--- config.mk ---
export PLATFORM = sky130hd
export DESIGN_NAME = gpio_bank
export DESIGN_NICKNAME = d
export VERILOG_FILES = /design/src/rtl/gpio_bank_pkg.sv /design/src/rtl/gpio_bank_sync.sv /design/src/rtl/gpio_bank_regs.sv /design/src/rtl/gpio_bank.sv
export SDC_FILE = /design/constraint.sdc
export NUM_CORES = 1
export LEC_CHECK = 0
export ABC_AREA = 1
export BUFFER_PORTS_ARGS = -buffer_cell sky130_fd_sc_hd__buf_2
export CELL_PAD_IN_SITES_DETAIL_PLACEMENT = 1
export CELL_PAD_IN_SITES_GLOBAL_PLACEMENT = 1
export CORE_MARGIN = 3
export CORE_UTILIZATION = 40
export CTS_CLUSTER_DIAMETER = 120
export CTS_CLUSTER_SIZE = 40
export DETAILED_ROUTE_END_ITERATION = 10
export GPL_ROUTABILITY_DRIVEN = 0
export PLACE_DENSITY_LB_ADDON = 0.25
export REMOVE_ABC_BUFFERS = 1
export SYNTH_ARGS = -nofsm -noshare
export SYNTH_HDL_FRONTEND = slang
export SYNTH_SLANG_ARGS = --single-unit
--- constraint.sdc ---
create_clock -name clk_i -period 1.1 [get_ports clk_i]
set_clock_uncertainty 0.1 [all_clocks]
set_input_delay 0.11 -clock clk_i [delete_from_list [all_inputs] [get_ports clk_i]]
set_output_delay 0.11 -clock clk_i [all_outputs]
set_load 0.005 [all_outputs]
--- src/rtl/gpio_bank_pkg.sv ---
package gpio_bank_pkg;
  localparam int unsigned ADDR_W = 6;

  localparam logic [ADDR_W-1:0] OFF_DATA  = 6'h00;
  localparam logic [ADDR_W-1:0] OFF_DIR   = 6'h04;
  localparam logic [ADDR_W-1:0] OFF_LATCH = 6'h08;
  localparam logic [ADDR_W-1:0] OFF_KEEP  = 6'h0C;

  typedef enum logic [2:0] {
    SEL_NONE,
    SEL_DATA,
    SEL_DIR,
    SEL_LATCH,
    SEL_KEEP
  } reg_sel_e;

  function automatic reg_sel_e decode_addr(input logic [ADDR_W-1:0] a);
    case (a)
      OFF_DATA:  return SEL_DATA;
      OFF_DIR:   return SEL_DIR;
      OFF_LATCH: return SEL_LATCH;
      OFF_KEEP:  return SEL_KEEP;
      default:   return SEL_NONE;
    endcase
  endfunction
endpackage

--- src/rtl/gpio_bank_sync.sv ---
module gpio_bank_sync #(
  parameter int unsigned WIDTH  = 32,
  parameter int unsigned STAGES = 2
) (
  input  logic             clk_i,
  input  logic             rst_ni,
  input  logic [WIDTH-1:0] async_i,
  output logic [WIDTH-1:0] sync_o
);
  logic [WIDTH-1:0] stg_q [STAGES];

  always_ff @(posedge clk_i or negedge rst_ni) begin
    if (!rst_ni) stg_q[0] <= '0;
    else         stg_q[0] <= async_i;
  end

  for (genvar s = 1; s < STAGES; s++) begin : g_stage
    always_ff @(posedge clk_i or negedge rst_ni) begin
      if (!rst_ni) stg_q[s] <= '0;
      else         stg_q[s] <= stg_q[s-1];
    end
  end

  assign sync_o = stg_q[STAGES-1];
endmodule

--- src/rtl/gpio_bank_regs.sv ---
module gpio_bank_regs
  import gpio_bank_pkg::*;
#(
  parameter int unsigned WIDTH = 32
) (
  input  logic             clk_i,
  input  logic             rst_ni,
  input  logic             soft_rst_ni,
  input  logic             wr_en_i,
  input  reg_sel_e         sel_i,
  input  logic [WIDTH-1:0] wdata_i,
  output logic [WIDTH-1:0] latch_o,
  output logic [WIDTH-1:0] dir_o,
  output logic [WIDTH-1:0] keep_o
);
  logic [WIDTH-1:0] latch_q, dir_q, keep_q;

  always_ff @(posedge clk_i or negedge rst_ni) begin
    if (!rst_ni) begin
      latch_q <= '0;
      dir_q   <= '0;
      keep_q  <= '0;
    end else if (!soft_rst_ni) begin
      // tolerant pins hold, others clear; keep mask untouched
      latch_q <= latch_q & keep_q;
      dir_q   <= dir_q & keep_q;
    end else if (wr_en_i) begin
      case (sel_i)
        SEL_DATA: latch_q <= wdata_i;
        SEL_DIR:  dir_q   <= wdata_i;
        SEL_KEEP: keep_q  <= wdata_i;
        default: ;
      endcase
    end
  end

  assign latch_o = latch_q;
  assign dir_o   = dir_q;
  assign keep_o  = keep_q;


  latch_load_chk: assert property (@(posedge clk_i) disable iff (!rst_ni)
    (wr_en_i && soft_rst_ni && sel_i == SEL_DATA) |=> latch_o == $past(wdata_i));


  soft_clear_chk: assert property (@(posedge clk_i) disable iff (!rst_ni)
    !soft_rst_ni |=> ((latch_o | dir_o) & ~keep_o) == '0);


  soft_hold_chk: assert property (@(posedge clk_i) disable iff (!rst_ni)
    !soft_rst_ni |=> (keep_o == $past(keep_o)) &&
                     ((latch_o & keep_o) == $past(latch_o & keep_o)) &&
                     ((dir_o & keep_o) == $past(dir_o & keep_o)));


  ignored_write_chk: assert property (@(posedge clk_i) disable iff (!rst_ni)
    (wr_en_i && soft_rst_ni && (sel_i == SEL_LATCH || sel_i == SEL_NONE))
      |=> $stable(latch_o) && $stable(dir_o) && $stable(keep_o));
endmodule

--- src/rtl/gpio_bank.sv ---
module gpio_bank
  import gpio_bank_pkg::*;
#(
  parameter int unsigned WIDTH       = 32,
  parameter int unsigned SYNC_STAGES = 2
) (
  input  logic              clk_i,
  input  logic              rst_ni,
  input  logic              soft_rst_ni,
  input  logic              wr_en_i,
  input  logic              rd_en_i,
  input  logic [5:0]        addr_i,
  input  logic [WIDTH-1:0]  wdata_i,
  output logic [WIDTH-1:0]  rdata_o,
  input  logic [WIDTH-1:0]  pin_i,
  output logic [WIDTH-1:0]  pin_oe_o,
  output logic [WIDTH-1:0]  pin_out_o
);
  reg_sel_e         sel;
  logic [WIDTH-1:0] latch, dir, keep, pin_sync;
  logic [WIDTH-1:0] rd_mux, rdata_q;

  assign sel = decode_addr(addr_i);

  gpio_bank_sync #(.WIDTH(WIDTH), .STAGES(SYNC_STAGES)) sync_i (
    .clk_i   (clk_i),
    .rst_ni  (rst_ni),
    .async_i (pin_i),
    .sync_o  (pin_sync)
  );

  gpio_bank_regs #(.WIDTH(WIDTH)) regs_i (
    .clk_i       (clk_i),
    .rst_ni      (rst_ni),
    .soft_rst_ni (soft_rst_ni),
    .wr_en_i     (wr_en_i),
    .sel_i       (sel),
    .wdata_i     (wdata_i),
    .latch_o     (latch),
    .dir_o       (dir),
    .keep_o      (keep)
  );

  always_comb begin
    case (sel)
      SEL_DATA:  rd_mux = pin_sync;
      SEL_DIR:   rd_mux = dir;
      SEL_LATCH: rd_mux = latch;
      SEL_KEEP:  rd_mux = keep;
      default:   rd_mux = '0;
    endcase
  end

  always_ff @(posedge clk_i or negedge rst_ni) begin
    if (!rst_ni)      rdata_q <= '0;
    else if (rd_en_i) rdata_q <= rd_mux;
    else              rdata_q <= '0;
  end

  assign rdata_o   = rdata_q;
  assign pin_oe_o  = dir;
  assign pin_out_o = latch & dir;


  latch_readback_chk: assert property (@(posedge clk_i) disable iff (!rst_ni)
    (rd_en_i && sel == SEL_LATCH) |=> rdata_o == $past(latch));


  idle_rdata_chk: assert property (@(posedge clk_i) disable iff (!rst_ni)
    !rd_en_i |=> rdata_o == '0);


  unmapped_read_chk: assert property (@(posedge clk_i) disable iff (!rst_ni)
    (rd_en_i && sel == SEL_NONE) |=> rdata_o == '0);


  tristate_chk: assert property (@(posedge clk_i) disable iff (!rst_ni)
    (pin_out_o & ~pin_oe_o) == '0);
endmodule

==> results list, run 1 <==
- After synthesis, the netlist uses 15 different library cells.
* Final global-route overflow total: 0
- In the synthesized netlist the dominant register cell turns out to be dfrtp_1.
- The via count of the first global-routing pass was 9122.
- After synthesis, the most frequently instantiated cells are nand2_1, dfrtp_1, nand4_1.
* Sum of net half-perimeters after detailed placement: 17600 um
- For the worst setup path, the data arrival time is 1.13 ns.
- Summed over all layers, the routed wires come to between 30000 and 40000 um.
- For this run, the number of Yosys warnings is 0.
- Antenna cells: 0
- The net count of the finished layout is 1427.
- Per-cell routed wire length: 18.7 um
- Combined global-route utilization of all metal layers: 26.1%
- Violations in the final reports: negative setup slack
- Worst ir drop on vdd: 951 uV
- Timing would allow up to 749 MHz.
* Number of max-slew violations in the final report: 0
- The run finished, with violations left.
- In this run the number of H-tree levels came out at 4.
- CTS tree: built
* Floorplan die height: 152 um
* Critical path origin: regs_i.dir_o[10]$_DFFE_PN0P_
* Sink count of the clock tree: 192
- The clock reaches the later pin of the worst-skew pair after 0.43 ns.
- The area growth from synthesis to layout is 42.5%.
- Launch point of the worst reg-to-reg path: regs_i.dir_o[2]$_DFFE_PN0P_
* Post-Syn Instances: 1053
* Post-layout min period: about 1.3 ns
- Max-cap violations in this run came to 0.
- Among all cell types in the netlist, the one instantiated most often is nand2_1.
* Average footprint of a synthesized cell: 8.11 sq um
- After layout, the worst path uses 121% of the clock period.
- Final hold viol count: 0
* CTS Root Cell: clkbuf_16
- Starting density of the core: 41.4%
- The tightest hold path in the finished design has a slack of 0.0788 ns.
- Critical path endpoint category: output pin
- Sum Neg Setup Slack: -11.37 ns
* Post-route core utilization: around three fifths
* Fraction of synthesis flops using an asynchronous set or reset pin: between 90% and 100%
* Hold/Removal Path Class: in -> async
* Die Footprint: 23100 sq um
- Detailed-route DRC error count: 0
* Vias per cell: 5.28
- In this run the remaining antenna-violating nets after routing total 0.
- In this run the power density over the cells is ~1400 nW/um^2.
- The detailed router finished its first iteration with 467 violations.
- Core outline area: 20600 sq um
- Setup repair after global routing could not meet its margin everywhere.
- Sequential elements use 56.3% of the synthesized area.
* Yosys top cell area share: 56.3%
- Maximum buffer depth of the clock tree: 2
- Setup ws final: -0.236 ns
- Maximum number of pins on one net before global-route repair: 54
- Crit Path Class: reg -> out
- Share of cells above drive strength 1: 26.8%
* Clock transition at path regs: about 0.070 ns
- Maximum fanout encountered on the critical timing path: 4
- Final std cells w/o fill: 1635
* Transition time at the pin with the least slew margin: 0.702 ns
- Number of top-level design ports: 171
* Overall Power: roughly 17000 uW
- Max_slew headroom: around 53%
- The worst setup path is launched from a flip-flop.
* Pre-antenna DRT Iters: 5
- The initial antenna violation count was 0.
- The analysis attributes to cell leakage a power of 0.00653 uW.
- Yosys mapped a number of flops with a built-in enable equal to 0.
* Synthesized area: 8540 sq um
- # setup viols final: 102
- The number of clock buffers added by TritonCTS is 17.
* Number of synthesized register bits: approximately 190
- Sorting the synthesized cells by area gives the leading types as dfrtp_1, nand2_1, nand4_1.
* Number of rows created at floorplan: 52
* Horizontal die dimension: 152 um
- Summed over all instances, the cell type with the most area after synthesis is dfrtp_1.
- Post-Place Cells: 1468
* Global-route wire length before repair: a little under 50000 um
* Port buffer count: 170
- STA puts the critical path data required time at 0.89 ns.
* Total number of vias: 8634
-- path summary, 6_finish.rpt --
check | slack, ns | cells past startpoint | to
max reg2reg | -0.11 | 6 | rdata_o[2]$_DFF_PN0_
max | -0.24 | 2 | pin_oe_o[10]
min | 0.08 | 2 | sync_i.sync_o[3]$_DFF_PN0_
min in group clk_i | 0.19 | 5 | regs_i.dir_o[0]$_DFFE_PN0P_
max in group asynchronous | 0.30 | 3 | regs_i.dir_o[20]$_DFFE_PN0P_
min reg2reg | 0.25 | 0 | sync_i.sync_o[3]$_DFF_PN0_
-- worst max-delay path, cell delays in order (launching register included) --
cell and delay, ns:
dfrtp_2 0.45, buf_12 0.14, buf_6 0.10
-- power by group --
group	internal, uW	switching (uW)	total, uW
Combinational	1110	1320	2430
Clock	3470	2950	6430
Sequential	7470	364	7830
-- area by class of cell --
cell class,instances,area (sq um)
Clock buffer,19,443
Clock inverter,13,150
Fill cell,2452,8460
Inverter,71,267
Multi-Input combinational cell,723,3330
Sequential cell,192,4810
Tap cell,270,338
Timing Repair Buffer,347,2830
-- logic make-up after synthesis --
kind of cell | synth area share [%]
AO/OA/AOI/OAI | 5.83
buffers and inverters | 6.77
flip-flops | 56.3
AND/OR/NAND/NOR | 31.1
-- layout by cell type (no fill, tap or decap), drive strengths merged, types with 3 or more instances in the layout --
master,n
nor2,75
dfrtp,192
buf,280
nand2,418
dlygate4sd3,66
inv,78
nand3,35
clkbuf,20
clkinv,3
o21ai,98
nand4,97
-- sequential cells by signal, indices dropped and copies added, names as in the netlist --
signal and flops:
sync_i.sync_o 32, regs_i.keep_o 32, sync_i.stg_q 32, regs_i.dir_o 32
regs_i.latch_o 32, rdata_o 32
-- metrics by stage --
step	area [sq um]	setup slack (ns)
2_1_floorplan	8230	-3.01
3_3_place_gp	10100	-0.547
3_5_place_dp	10100	-0.610
4_1_cts	11800	-0.246
5_1_grt	12200	-0.285
6_report	12200	-0.236
-- layer usage --
layer / vias up / share of wire [%] / global-route usage [%]
li1: 4000 / - / -
met1: 4363 / 43 / 34.4
met2: 236 / 51 / 45.7
met3: 35 / 4.3 / 3.13
met4: 0 / 1.3 / 7.19
met5: - / 0 / 0
-- what timing repair did --
| item | 4_1_cts | 5_1_grt |
|---|---|---|
| setup buffers | 58 | 15 |
| resized for setup | 20 | 94 |
| setup endpoints to repair | 129 | 190 |
| hold endpoints to repair | 319 | 0 |
| hold buffers | 66 | 0 |
| gates cloned | 1 | 0 |
| pin swaps | 28 | 31 |
No activity file was read; power rests on OpenSTA's default activity.
==> inputs of run 2 (changes only) <==
--- a/config.mk
+++ b/config.mk
@@ -17,6 +17,7 @@
 export GPL_ROUTABILITY_DRIVEN = 0
 export PLACE_DENSITY_LB_ADDON = 0.25
 export REMOVE_ABC_BUFFERS = 1
+export SETUP_SLACK_MARGIN = 0.15
 export SYNTH_ARGS = -nofsm -noshare
 export SYNTH_HDL_FRONTEND = slang
 export SYNTH_SLANG_ARGS = --single-unit
==> run 2 against run 1 <==
The flow still finishes with violations (negative setup slack). Non-clock buffer count grew 87. Sequential share of layout area shrank 6.4 points. Final cell count grew 5.3%. Final area grew 20%. Critical endpoint is now pin_out_o[26]. Clock power grew 4.5%. Largest power group unchanged. Flip-flop and latch count is the same. Critical path depth grew 1. Sequential power grew 2%.
==> results list, run 2 (same netlist as run 1, synthesis figures left out) <==
- For the pin with the worst max-slew slack, the measured transition is 0.438 ns.
* Crit Path Class: reg -> out
* Commonest non-fill, non-tap cells in the layout: nand2_1, dfrtp_1, buf_2, buf_6, nand4_1
- Clock transition at path regs: 0.08 ns
* Setup ws final: -0.345 ns
* Number of global-route vias before repair: 10200
- Antenna cells: 0
* Internal power summed over all cells: 12700 uW
* Proportion of power drawn by the clock network: between 30% and 40%
- The number of pins with negative max-slew slack in the final report was 0.
- The floorplan has 52 rows.
* Maximum buffer depth of the clock tree: 2
* Net switching power of the design: 5760 uW
* Area delta synth->final: 70.6%
- Post-detailed-routing wire length: 50800 um
* Final antenna-violating net count: 0
- IR analysis of the VDD net gives a maximum drop of ~1200 uV.
- For this run, the slowest stage of the critical path takes 0.44 ns.
- Setup violations remaining at the end of the flow were counted as 203.
- Per-cell routed wire length: 29.5 um
* Reg2reg setup slack: -0.23 ns
- Share of total power consumed by net switching: 31.3%
- Clock tree synthesis selected as its root buffer the cell clkbuf_16.
- Relative contribution of combinational cells to total power: around 20%
- Initial antenna violation count: 0
* Maximum fanout encountered on the critical timing path: 2
- The final hold violation count is 0.
* Startpoint Class: flip-flop
- Timing would allow up to 692 MHz.
- The routed layout has 10600 vias.
* CTS tree: built
- Per report_power, the sequential group accounts for 43.4% of the total.
- From bottom edge to top edge, the die measures 152 um.
- Once the floorplan was initialized, standard cells occupied 41.4% of the core.
- Detailed placement finished with a half-perimeter wire length of 17600 um.
* Share of cells above drive strength 1: 45.0%
- Cells fill 70.6% of the core in the end.
* Setup slack at placement: -0.610 ns
- Starting DRC count in detailed routing: 1053
* Number of top-level design ports: 171
* Critical path endpoint category: output pin
- The H-tree was split into 4 levels.
- Hold/Removal Path Class: in -> async
- Clock tree synthesis inserted a total of 17 buffers.
- Entering global routing, the biggest net connects 54 pins.
- The floorplan step set the die width to around 150 um.
- The final critical path takes up 131% of the cycle.
* Final global-route overflow total: 0
* Global-route wire length before repair: slightly below 60000 um
* Unrepaired setup endpoints after global routing: true
- Detailed-route DRC error count: 0
* Sink count of the clock tree: 192
* Port buffer count: 170
- Global routing used 31.7% of the available tracks across all layers.
- The later pin in the worst-skew pair is clocked with a latency of between 0.4 and 0.5 ns.
* Run status: finished with violations
* Die Footprint: 23100 sq um
- Data required time of the critical path: 0.89 ns
- Violations in the final reports: negative setup slack
- The net count of the finished layout is between 1500 and 2000.
- Max-cap violations in this run came to 0.
* CP arrival: 1.23 ns
- In this run the power density over the cells is 1260 nW/um^2.
* Worst-path cell with the longest stage delay: dfrtp_1
- Measured against its own limit, the worst slew margin works out to approximately 71%.
- Worst-path cell chain: nand2_1, inv_1, buf_2
* Leakage power of the design: about 0.0077 uW
* Post-layout min period: 1.44 ns
- In this run the standard cell core region covers between 20000 and 25000 sq um.
* Pre-antenna DRT Iters: 5
- Leading cell type in the layout, fill and taps excluded: nand2_1
* Vias per cell: 6.18
-- run 2: layout make-up --
class	instances	area, sq um
clock inverters	13	150
well taps	270	338
flip-flops and latches	192	4830
clock buffers	19	443
fillers	2199	6060
inverters	71	267
repair buffers	434	4310
multi-input cells	723	4240
-- run 2: through the flow --
step / area, sq um / total power, uW / std cells / hold WS, ns / setup TNS (ns)
after floorplan: 8230 / 8510 / 985 / -0.286 / -352.29
after global placement: 10100 / 9610 / 1468 / -0.0154 / -48.37
after detailed placement: 10100 / 9690 / 1468 / -0.0203 / -53.00
after CTS: 13000 / 17000 / 1670 / 0.0373 / -12.26
after global routing: 14600 / 18900 / 1722 / 0.0787 / -29.40
final: 14600 / 18400 / 1722 / 0.0660 / -24.07
-- run 2: worst max-delay path, delay by kind of cell (launching register included) --
kind / cells / cell delay [ns]
buf+inv: 2 / 0.22
flops: 1 / 0.44
simple gates: 1 / 0.11
-- run 2: per-layer routing --
layer,global-route usage (%),part of all wire [%]
met1,40.5,35
met3,4.95,9.0
met4,12.1,7.6
met2,54.5,49
met5,0,0
-- run 2: timing repair --
item / in CTS / in global routing
endpoints found under the setup margin: 223 / 224
gates cloned: 12 / 11
resized for setup: 211 / 309
hold endpoints to repair: 319 / 0
setup buffers: 92 / 41
hold buffers: 66 / 0
pin swaps: 104 / 115
-- run 2: power groups by stage --
stage / clock network, uW / logic (uW) / registers, uW
2_1_floorplan: 0 / 629 / 7880
3_3_place_gp: 0 / 1620 / 7990
3_5_place_dp: 0 / 1680 / 8000
4_1_cts: 6480 / 2660 / 7840
5_1_grt: 7010 / 3860 / 8010
6_report: 6720 / 3710 / 7990
-- run 2: path summary, 6_finish.rpt --
| check | start | endpoint | depth (start not counted) |
|---|---|---|---|
| worst min-delay path | rst_ni | regs_i.keep_o[3]$_DFFE_PN0P_ | 2 |
| worst max register to register | regs_i.dir_o[19]$_DFFE_PN0P_ | rdata_o[19]$_DFF_PN0_ | 6 |
| max in group asynchronous | rst_ni | regs_i.keep_o[31]$_DFFE_PN0P_ | 3 |
| min in group clk_i | rd_en_i | rdata_o[11]$_DFF_PN0_ | 4 |
| worst max-delay path | regs_i.dir_o[26]$_DFFE_PN0P_ | pin_out_o[26] | 3 |
| worst min register to register | sync_i.stg_q[57]$_DFF_PN0_ | sync_i.sync_o[25]$_DFF_PN0_ | 0 |
